<file path="src/rtl/fifo_level_flags.sv">
module fifo_level_flags #(
  parameter int DEPTH       = 512,
  parameter int OFS_W       = 8,
  parameter int OFS_DEFAULT = 64,
  parameter int CNT_W       = $clog2(DEPTH) + 1
) (
  input  logic             clk,
  input  logic             rst_n,
  input  logic             prog_n,
  input  logic [OFS_W-1:0] prog_data,
  input  logic             wr_ready,
  input  logic             wr_en,
  input  logic [CNT_W-1:0] level,
  output logic             half_full,
  output logic             near_edge,
  output logic             wr_inhibit
);
  localparam logic [CNT_W-1:0] HALF_LVL = CNT_W'(DEPTH / 2);
  localparam logic [CNT_W-1:0] FULL_LVL = CNT_W'(DEPTH);

  logic [OFS_W-1:0] x_ofs, y_ofs;
  logic             closed;
  logic             repeat_edge;
  logic             armed;
  logic             prog_act;

  assign prog_act   = !prog_n && wr_ready && !closed;
  assign wr_inhibit = prog_act;

  always_ff @(posedge clk or negedge rst_n) begin
    if (!rst_n) begin
      x_ofs       <= OFS_W'(OFS_DEFAULT);
      y_ofs       <= OFS_W'(OFS_DEFAULT);
      repeat_edge <= 1'b0;
      closed      <= 1'b0;
    end else begin
      if (prog_act) begin
        y_ofs <= prog_data;
        if (!repeat_edge) x_ofs <= prog_data;
      end
      if (prog_n)        repeat_edge <= 1'b0;
      else if (prog_act) repeat_edge <= 1'b1;
      if (wr_en && wr_ready && !prog_act) closed <= 1'b1;
    end
  end

  always_ff @(posedge clk or negedge rst_n) begin
    if (!rst_n) begin
      half_full <= 1'b0;
      near_edge <= 1'b1;
      armed     <= 1'b0;
    end else begin
      half_full <= level >= HALF_LVL;
      near_edge <= (level <= CNT_W'(x_ofs)) || (level >= FULL_LVL - CNT_W'(y_ofs));
      armed     <= 1'b1;
    end
  end

  // flag agrees with the previous level and offsets
  a_r3_near_edge: assert property (@(posedge clk) disable iff (!rst_n)
    armed |-> near_edge == (($past(level) <= CNT_W'($past(x_ofs))) ||
                            ($past(level) >= FULL_LVL - CNT_W'($past(y_ofs)))));

  a_r2_half_full: assert property (@(posedge clk) disable iff (!rst_n)
    armed |-> half_full == ($past(level) >= HALF_LVL));
  // inhibited write never closes the window
  a_r6_inhibit_keeps_open: assert property (@(posedge clk) disable iff (!rst_n)
    wr_inhibit |=> !closed);
  // repeated edge leaves X alone
  a_r7_second_edge_y_only: assert property (@(posedge clk) disable iff (!rst_n)
    (prog_act && repeat_edge) |=> $stable(x_ofs));
  // offsets frozen once a word was stored
  a_r9_window_closed: assert property (@(posedge clk) disable iff (!rst_n)
    closed |=> ($stable(x_ofs) && $stable(y_ofs) && !wr_inhibit));
  // no load without input-ready
  a_r10_no_ready: assert property (@(posedge clk) disable iff (!rst_n)
    !wr_ready |=> ($stable(x_ofs) && $stable(y_ofs)));
endmodule

</file>
<file path="config.mk">
export PLATFORM = sky130hd
export DESIGN_NAME = fifo_level_flags
export DESIGN_NICKNAME = d
export VERILOG_FILES = /design/src/rtl/fifo_level_flags.sv
export SDC_FILE = /design/constraint.sdc
export NUM_CORES = 1
export LEC_CHECK = 0
export BUFFER_PORTS_ARGS = -buffer_cell sky130_fd_sc_hd__buf_2
export CAP_MARGIN = 10
export CORE_MARGIN = 2
export CORE_UTILIZATION = 60
export CTS_BUF_LIST = sky130_fd_sc_hd__clkbuf_2
export CTS_CLUSTER_SIZE = 28
export DETAILED_ROUTE_END_ITERATION = 12
export GPL_TIMING_DRIVEN = 0
export PLACE_DENSITY = 0.94
export SYNTH_ARGS = -nofsm -noshare
export SYNTH_HDL_FRONTEND = slang
export SYNTH_SLANG_ARGS = --single-unit
export TNS_END_PERCENT = 5
</file>
<file path="constraint.sdc">
create_clock -name clk -period 4.3 [get_ports clk]
set_input_delay 0.215 -clock clk [delete_from_list [all_inputs] [get_ports clk]]
set_output_delay 0.215 -clock clk [all_outputs]
set_load 0.005 [all_outputs]
</file>
==> run_results.csv, run 1 <==
group,metric,value,unit
routing,vias_per_cell,5.612,
power_and_ir_drop,power.leakage,0.7913,nW
cells_and_area,final_nets,199,
clock_network,h-tree-depth,1,
sta,finalClockSkew,0.01634,ns
setup_path,reg2reg_slack,1.96,ns
sta,period_minus_slack,2.340,ns
routing,wire_per_inst,15.10,um
sta,setup_violations,0,
sta,final_max_slew_viol_count,0,
hold_path,hp-class,"in -> reg",
setup_path,r2r-end,"near_edge$_DFF_PN1_",
routing,routed_wl,2.763,mm
hold_path,whs_path_depth,2,
sta,rsz0062_at_grt,"false",
clock_network,clock-sinks,20,
cells_and_area,syn_to_final_growth,16.60,%
floorplan,die_area,2535,um^2
grt,top_usage_layer,"met2",
sta,fin_setup_tns,0,ns
power_and_ir_drop,vdd_ir_drop_max,0.0002815,V
routing,first_pass_iters,4,
synth,syn_nets,168,
placed_design,place_hpwl,2.265,mm
sta,worstMarginPinSlew,0.4516,ns
grt,antenna_found_initial,0,
clock_network,clockRootBuffer,"clkbuf_2",
setup_path,cp-start-kind,"flop",
setup_path,r2r_start,"y_ofs[3]$_DFFE_PN0P_",
routing,num_vias,1027,
synth,ys_seq_elements,20,
setup_path,cp.arrival,2.64,ns
clock_network,post-cts-setup-buffers,0,
grt,met1_usage,27.52,%
routing,antenna_left,0,
synth,ys.warnings.count,0,
grt,grt.met3_usage,2.083,%
floorplan,io_pins,26,
setup_path,path_class,"reg -> reg",
routing,drtIter0Drc,24,
synth,synth_cell_types,35,
clock_network,clk_latency,0.34,ns
clock_network,clk_pin_slew,0.21,ns
outcome,status,"complete, no violations",
synth,avgSynthCellArea,10.23,um^2
grt,grt_max_degree,21,
flow_run,max-cap-violations,0,
setup_path,crit_path_end_kind,"flop",
clock_network,cts_inserted_buffers,3,
cells_and_area,fin_util,75.06,%
setup_path,ff2ff_path_depth,10,
synth,ys_seq_area_share,39.13,%
routing,drc,0,
synth,syn_inst,126,
clock_network,cts_tree,"built",
sta,fin_crit_sh,54.41,%
grt,grt_use_total,24.30,%
floorplan,initial_utilization,64.38,%
floorplan,die_h,50.35,um
hold_path,min-delay-start,"prog_n",
grt,grt_overflow,0,
cells_and_area,diodes,0,
placed_design,gp_routability_congestion,0.8423,
sta,finalHoldViolCount,0,
grt,grtUsageMet2,47.37,%
cells_and_area,drive_gt1_share,32.05,%
grt,grt_pass1_wl,4.692,mm
hold_path,hold_end,"repeat_edge$_DFFE_PN0P_",
placed_design,port_buffers,25,
setup_path,cp.required,4.60,ns
setup_path,cp_max_fo,4,
floorplan,die_w,50.35,um
floorplan,row_count,16,
synth,synth_area,1289,um^2
power_and_ir_drop,power_density,277.8,nW/um^2
floorplan,core_area,2002,um^2
clock_network,cts.path.max_buffers,2,
grt,grt_pass1_vias,1095,
sta,max_freq,0.4274,GHz
sta,relSlewSlack,69.90,%
## worst max-delay path, stage by stage, from the launching register on
cell and delay, ns:
dfrtp_1 0.46, nor3_2 0.24, nand2b_1 0.15, o41ai_1 0.29, nand2_1 0.11, ha_1 0.29, and3_1 0.20, a221oi_2 0.22
o31ai_1 0.11, a31oi_1 0.16, o21ai_1 0.09
## flip-flops by register name (all words and copies together), names as in the netlist
signal and cells:
closed 1, half_full 1, near_edge 1, repeat_edge 1, x_ofs 8, y_ofs 8
## repair_timing
item	CTS	global route
resized for setup	0	0
hold endpoints to repair	17	0
hold buffers	1	0
endpoints found under the setup margin	0	0
## where the power goes
group	switching, mW	internal (mW)	leakage (nW)
combinational	0.0374	0.0324	0.539
clock	0.0638	0.0802	0.0266
sequential	0.00571	0.198	0.226
## synth_stat cells
cell | number | area (um^2)
nor2_1 | 3 | 11.26
a31oi_1 | 1 | 6.260
dfstp_2 | 3 | 78.83
o21ai_2 | 3 | 26.28
o21ai_0 | 6 | 30.03
buf_6 | 1 | 11.26
nand3_1 | 1 | 5.000
o41ai_1 | 1 | 8.760
xnor2_1 | 2 | 17.52
dfrtp_1 | 17 | 425.4
o21ai_1 | 1 | 5.000
inv_1 | 14 | 52.55
a21oi_1 | 7 | 35.03
nand4_1 | 3 | 18.77
or2_1 | 1 | 6.260
and2b_4 | 1 | 10.01
a21o_1 | 1 | 7.510
a211o_1 | 1 | 8.760
a221oi_2 | 1 | 15.01
nand2_1 | 12 | 45.04
buf_4 | 1 | 7.510
mux2_1 | 1 | 11.26
nor3_2 | 1 | 10.01
nor4_1 | 1 | 6.260
xor2_1 | 3 | 26.28
nor3b_2 | 1 | 12.51
nor3_1 | 2 | 10.01
nand2b_1 | 2 | 12.51
o31ai_1 | 1 | 7.510
nand2_2 | 3 | 18.77
ha_1 | 19 | 237.7
mux2_2 | 6 | 67.56
or3_1 | 1 | 6.260
o221ai_1 | 2 | 17.52
and3_1 | 2 | 12.51
## worst max path at each step
stage | from | cells past startpoint | slack, ns | endpoint
floorplan | y_ofs[3]$_DFFE_PN0P_ | 10 | 2.29 | near_edge$_DFF_PN1_
global placement | y_ofs[3]$_DFFE_PN0P_ | 10 | 2.14 | near_edge$_DFF_PN1_
detailed placement | y_ofs[3]$_DFFE_PN0P_ | 10 | 2.02 | near_edge$_DFF_PN1_
CTS | y_ofs[3]$_DFFE_PN0P_ | 10 | 1.99 | near_edge$_DFF_PN1_
global route | y_ofs[3]$_DFFE_PN0P_ | 10 | 1.80 | near_edge$_DFF_PN1_
finish | y_ofs[3]$_DFFE_PN0P_ | 10 | 1.96 | near_edge$_DFF_PN1_
## cell usage in the layout (no fill, tap or decap), drive strengths merged, types with 2 or more instances in the layout
cell type,Yosys,final
a21oi,7,7
and3,2,2
buf,2,27
clkbuf,0,3
dfrtp,17,17
dfstp,3,3
ha,19,19
inv,14,14
mux2,7,7
nand2,15,15
nand2b,2,2
nand4,3,3
nor2,3,3
nor3,3,3
o21ai,10,10
o221ai,2,2
xnor2,2,2
xor2,3,3
## metrics by stage
| stage | hold WS, ns | setup WS [ns] | cell area (um^2) | cells | total power, mW |
|---|---|---|---|---|---|
| final | 0.03476 | 1.960 | 1503 | 183 | 0.4175 |
| after global routing | 0.04277 | 1.798 | 1503 | 183 | 0.4330 |
| after CTS | 0.04105 | 1.989 | 1503 | 183 | 0.4180 |
| after detailed placement | 0.1882 | 2.022 | 1448 | 178 | 0.2757 |
| after global placement | 0.1815 | 2.136 | 1448 | 178 | 0.2690 |
| after floorplan | -0.08059 | 2.291 | 1289 | 126 | 0.2448 |
## cells by family after synthesis
logic type	count (synthesis)	share of synthesized area (%)
flip-flops	20	39.13
AO/OA/AOI/OAI	25	13.01
XOR/XNOR	5	3.399
buffers and inverters	16	5.534
adder cells (fa/ha/maj)	19	18.45
multiplexers	7	6.116
AND/OR/NAND/NOR	34	14.37
## cell type report
type                    count  area [um^2]
clock inverters             1        30.03
inverters                  14        52.55
repair buffers             26        135.1
multi-input cells          90        713.2
plain buffers               2        18.77
fillers                   148        499.2
well taps                  27        33.78
flip-flops and latches     20        504.2
clock buffers               3        15.01
## routing by layer
layer,vias up,share of wire [%]
met2,28,55
met4,0,1.8
met1,486,40
li1,506,-
met5,-,0
met3,7,3.5
Note: power is estimated with default switching activity, not from simulation.
==> run 2, diff against run 1 <==
CORE_UTILIZATION = 56   (was 60)
PLACE_DENSITY = 0.89   (was 0.94)
clock period = 2.2 ns   (was 4.3 ns; I/O delays follow)
==> run_results.csv, run 2 (synthesized netlist as in run 1, its figures left out) <==
group,metric,value,unit
cells_and_area,reg.largest.list,"x_ofs (8), y_ofs (8)",
routing,num_vias,1145,
sta,holdWs,0.02597,ns
grt,grt_pass1_wl,4.878,mm
setup_path,endpoint,"near_edge$_DFF_PN1_",
power_and_ir_drop,power.leakage,0.8405,nW
clock_network,clk_pin_slew,0.19,ns
routing,wirelength_met1,1.179,mm
setup_path,r2r-end,"near_edge$_DFF_PN1_",
setup_path,ff2ff_path_depth,10,
clock_network,cts.path.max_buffers,2,
routing,wire_per_inst,15.41,um
routing,wl_met2,1.549,mm
floorplan,io_pins,26,
cells_and_area,drive_gt1_share,32.94,%
grt,grt_use_total,24.74,%
setup_path,cp.required,2.48,ns
setup_path,path_class,"reg -> reg",
routing,vias_per_cell,5.783,
power_and_ir_drop,vdd_ir_drop_max,0.0004536,V
floorplan,die_area,2701,um^2
routing,antenna_left,0,
sta,fin_ws,-0.08777,ns
routing,drc,0,
cells_and_area,final_common_cell,"buf_2",
sta,final_max_slew_viol_count,0,
floorplan,die_h,51.97,um
cells_and_area,diodes,0,
cells_and_area,final_cell_mix,"buf_2, ha_1, dfrtp_1, inv_1, nand2_1",
clock_network,clock-sinks,20,
grt,grt_max_degree,21,
floorplan,core_area,2191,um^2
sta,fin_crit_sh,104.0,%
grt,grt_overflow,0,
setup_path,cp_max_fo,4,
hold_path,hp-class,"in -> reg",
setup_path,r2r_start,"y_ofs[3]$_DFFE_PN0P_",
sta,finalHoldViolCount,0,
setup_path,cp-start-kind,"flop",
placed_design,port_buffers,25,
routing,first_pass_iters,4,
floorplan,row_count,17,
sta,relSlewSlack,70.99,%
sta,period_minus_slack,2.288,ns
setup_path,crit_path_end_kind,"flop",
cells_and_area,final_nets,213,
setup_path,critPathTopFamily,"compound AO/OA/AOI/OAI gates",
routing,drtIter0Drc,31,
setup_path,worst-path-stages,10,
cells_and_area,syn_to_final_growth,26.21,%
outcome,violations,"setup timing",
cells_and_area,fin_util,74.24,%
setup_path,critical_path_buf_inv_count,0,
sta,rsz0062_at_grt,"true",
floorplan,initial_utilization,58.82,%
clock_network,clockRootBuffer,"clkbuf_2",
flow_run,max-cap-violations,0,
grt,grt_pass1_vias,1152,
setup_path,slowest_delay,0.44,ns
placed_design,gp_routability_congestion,0.8795,
routing,routed_wl,3.052,mm
grt,antenna_found_initial,0,
routing,wl_met3,177,um
cells_and_area,fin_cells,198,
setup_path,crit_chain,"nor3_2 > nand2b_1 > o41ai_2 > nand2_1 > ha_1 > and3_4 > a221oi_2 > o31ai_1 > a31oi_1 > o21ai_1",
power_and_ir_drop,p_total,0.7187,mW
sta,finalClockSkew,0.005566,ns
clock_network,cts_tree,"built",
clock_network,h-tree-depth,1,
setup_path,startpoint,"y_ofs[3]$_DFFE_PN0P_",
sta,fin_setup_tns,-0.08777,ns
clock_network,cts_inserted_buffers,3,
setup_path,reg2reg_slack,-0.09,ns
setup_path,cpMaxStageDelayCell,"dfrtp_1",
floorplan,die_w,51.97,um
sta,setup_violations,1,
clock_network,clk_latency,0.33,ns
routing,maxUsedRoutingLayer,"met4",
sta,worstMarginPinSlew,0.4351,ns
setup_path,cp.arrival,2.56,ns
placed_design,placed_cells,179,
outcome,status,"complete, but fails checks",
sta,max_freq,0.4371,GHz
placed_design,place_hpwl,2.085,mm
power_and_ir_drop,power_density,441.9,nW/um^2
run 2: cell types whose count changed in the layout (fill, tap and decap cells not counted), sizes merged:
cell,before,now
buf,27,31
bufinv,1,0
clkinv,0,1
dlygate4sd3,1,11
run 2: through the flow:
stage / worst slack [ns] / instance area (um^2)
after floorplan: 0.1915 / 1289
after global placement: 0.01750 / 1449
after detailed placement: -0.1214 / 1449
after CTS: -0.01353 / 1579
after global routing: -0.2399 / 1627
final: -0.08777 / 1627
run 2: timing repair:
action / in CTS / in global routing
pin swaps: 0 / 0
resized for setup: 3 / 0
endpoints found under the setup margin: 1 / 1
hold buffers: 7 / 4
hold endpoints to repair: 23 / 5
setup buffers: 3 / 1
run 2: how the worst min path moves through the flow:
stage,end,slack [ns],from,cells past startpoint
finish,closed$_DFFE_PN0P_,0.03,wr_ready,3
CTS,closed$_DFFE_PN0P_,0.007,wr_en,3
global route,closed$_DFFE_PN0P_,0.01,wr_ready,3
floorplan,closed$_DFFE_PN0P_,-0.19,rst_n,0
detailed placement,y_ofs[5]$_DFFE_PN0P_,0.08,rst_n,1
global placement,x_ofs[5]$_DFFE_PN0P_,0.07,rst_n,1
run 2: layout make-up:
type	instances	area, um^2
multi-input cells	90	732.0
fillers	161	564.3
flip-flops and latches	20	504.2
repair buffers	40	265.3
inverters	14	52.55
well taps	28	35.03
plain buffers	2	18.77
clock buffers	3	15.01
clock inverters	1	3.754
run 2: layer usage:
| metal | up-vias | track usage [%] |
|---|---|---|
| met3 | 21 | 5.172 |
| met2 | 58 | 44.51 |
| li1 | 530 | - |
| met4 | 0 | 13.16 |
| met1 | 536 | 26.79 |
| met5 | - | 0 |
run 2: worst reg2reg max path: stages, from the launching register on:
cell      delay [ns]
dfrtp_1         0.44
nor3_2          0.21
nand2b_1        0.15
o41ai_2         0.28
nand2_1         0.12
ha_1            0.29
and3_4          0.18
a221oi_2        0.20
o31ai_1         0.10
a31oi_1         0.16
o21ai_1         0.11
run 2: where the power goes:
part | internal, mW | switching, mW | leakage, nW
registers | 0.387 | 0.00974 | 0.226
logic | 0.0818 | 0.0845 | 0.601
clock network | 0.0395 | 0.116 | 0.0140
total | 0.508 | 0.210 | 0.840
==> run 3, diff against run 2 <==
clock period = 2.4 ns   (was 2.2 ns; I/O delays follow)
==> run_results.csv, run 3 (synthesized netlist as in run 1, its figures left out) <==
group,metric,value,unit
setup_path,slowest_delay,0.47,ns
cells_and_area,diodes,0,
clock_network,clk_pin_slew,0.19,ns
routing,drtIter0Drc,19,
grt,grt_pass1_vias,1069,
outcome,status,"complete, no violations",
cells_and_area,syn_to_final_growth,21.26,%
sta,max_freq,0.4340,GHz
placed_design,placed_cells,179,
power_and_ir_drop,power_density,411.3,nW/um^2
cells_and_area,final_cell_mix,"buf_2, ha_1, dfrtp_1, inv_1, nand2_1",
flow_run,max-cap-violations,0,
floorplan,die_area,2701,um^2
sta,holdWs,0.01347,ns
floorplan,core_area,2191,um^2
cells_and_area,fin_cells,191,
clock_network,clk_latency,0.32,ns
floorplan,initial_utilization,58.82,%
placed_design,placed_area,1449,um^2
cells_and_area,multiInputGateArea,732.0,um^2
setup_path,crit_chain,"nor3_2 > nand2b_1 > buf_4 > nor4_2 > ha_1 > a21o_1 > a221oi_2 > o31ai_1 > a31oi_1 > o21ai_1",
setup_path,cp.required,2.67,ns
sta,fin_ws,0.09606,ns
routing,num_vias,1068,
setup_path,cpMaxStageDelayCell,"dfrtp_1",
sta,finalClockSkew,0.005233,ns
placed_design,port_buffers,25,
sta,fin_crit_sh,96.00,%
cells_and_area,final_common_cell,"buf_2",
setup_path,cp-start-kind,"flop",
routing,antenna_left,0,
clock_network,clockRootBuffer,"clkbuf_2",
placed_design,place_hpwl,2.085,mm
cells_and_area,register_area,505.5,um^2
setup_path,path_class,"reg -> reg",
sta,relSlewSlack,70.37,%
sta,rsz0062_at_grt,"true",
grt,grt_use_total,22.74,%
setup_path,crit_path_end_kind,"flop",
routing,wire_per_inst,14.32,um
cells_and_area,final_cell_area,1563,um^2
grt,grt_overflow,0,
clock_network,cts_tree,"built",
routing,first_pass_iters,4,
setup_path,critPathTopFamily,"compound AO/OA/AOI/OAI gates",
floorplan,die_w,51.97,um
power_and_ir_drop,power.leakage,0.8097,nW
cells_and_area,fill_cells,166,
routing,vias_per_cell,5.592,
routing,routed_wl,2.736,mm
sta,finalHoldViolCount,0,
sta,final_max_slew_viol_count,0,
routing,drc,0,
floorplan,io_pins,26,
grt,grt_max_degree,21,
placed_design,pre_cts_ws,0.07859,ns
setup_path,cp_max_fo,4,
sta,period_minus_slack,2.304,ns
cells_and_area,final_nets,206,
placed_design,gp_routability_congestion,0.8795,
hold_path,hp-class,"in -> reg",
floorplan,row_count,17,
sta,worstMarginPinSlew,0.4444,ns
setup_path,cp.arrival,2.57,ns
cells_and_area,reg.largest.list,"x_ofs (8), y_ofs (8)",
clock_network,h-tree-depth,1,
clock_network,clock-sinks,20,
clock_network,cts_inserted_buffers,3,
setup_path,critical_path_buf_inv_count,1,
sta,setup_violations,0,
cells_and_area,drive_gt1_share,33.74,%
grt,grt_pass1_wl,4.519,mm
grt,antenna_found_initial,0,
power_and_ir_drop,vdd_ir_drop_max,0.0003457,V
clock_network,cts.path.max_buffers,2,
floorplan,die_h,51.97,um
==> run 3: per-stage QoR <==
stage	utilization, %	setup TNS [ns]	power [mW]
floorplan	-	0	0.4386
global placement	66.13	0	0.4827
detailed placement	66.13	0	0.4922
CTS	69.27	0	0.6360
global route	71.33	-0.04228	0.6809
finish	71.33	0	0.6427
==> run 3: worst paths after layout <==
path,startpoint,endpoint,slack (ns),cells after the start
min in group asynchronous,rst_n,x_ofs[5]$_DFFE_PN0P_,0.24,2
min,prog_data[6],x_ofs[6]$_DFFE_PN1P_,0.01,3
max,y_ofs[3]$_DFFE_PN0P_,near_edge$_DFF_PN1_,0.1,10
min reg2reg,closed$_DFFE_PN0P_,closed$_DFFE_PN0P_,0.53,2
max reg2reg,y_ofs[3]$_DFFE_PN0P_,near_edge$_DFF_PN1_,0.1,10
max in group asynchronous,rst_n,y_ofs[6]$_DFFE_PN1P_,1.82,2
==> run 3: what timing repair did <==
item / 4_1_cts / 5_1_grt
resized for setup: 0 / 4
endpoints found under the setup margin: 0 / 1
buffers inserted: 0 / 2
endpoints found under the hold margin: 21 / 1
hold buffers: 5 / 1
==> run 3: cell type report <==
class | instances | share of cell area, %
repair buffers | 33 | 12.81
well taps | 28 | 2.242
clock buffers | 3 | 0.9608
flip-flops and latches | 20 | 32.35
inverters | 14 | 3.363
multi-input cells | 90 | 46.84
plain buffers | 2 | 1.201
clock inverters | 1 | 0.2402
==> run 3: metal layers <==
layer	wire, um	part of all wire (%)	track usage [%]
met3	124	4.5	4.598
met5	0	0	0
met4	78	2.9	11.40
met2	1406	51	40.08
met1	1126	41	25.74
==> run 3: tightest hold or removal path, stage by stage <==
cell and delay (ns):
buf_2 0.11, nand2_1 0.04, o21ai_0 0.07
==> run 3: power breakdown <==
group          switching [mW]  total, mW  leakage, nW  internal, mW
Combinational          0.0687      0.136        0.570        0.0674
Sequential             0.0114      0.366        0.225         0.355
Clock                   0.104      0.141       0.0140        0.0362
Total                   0.184      0.643        0.810         0.458
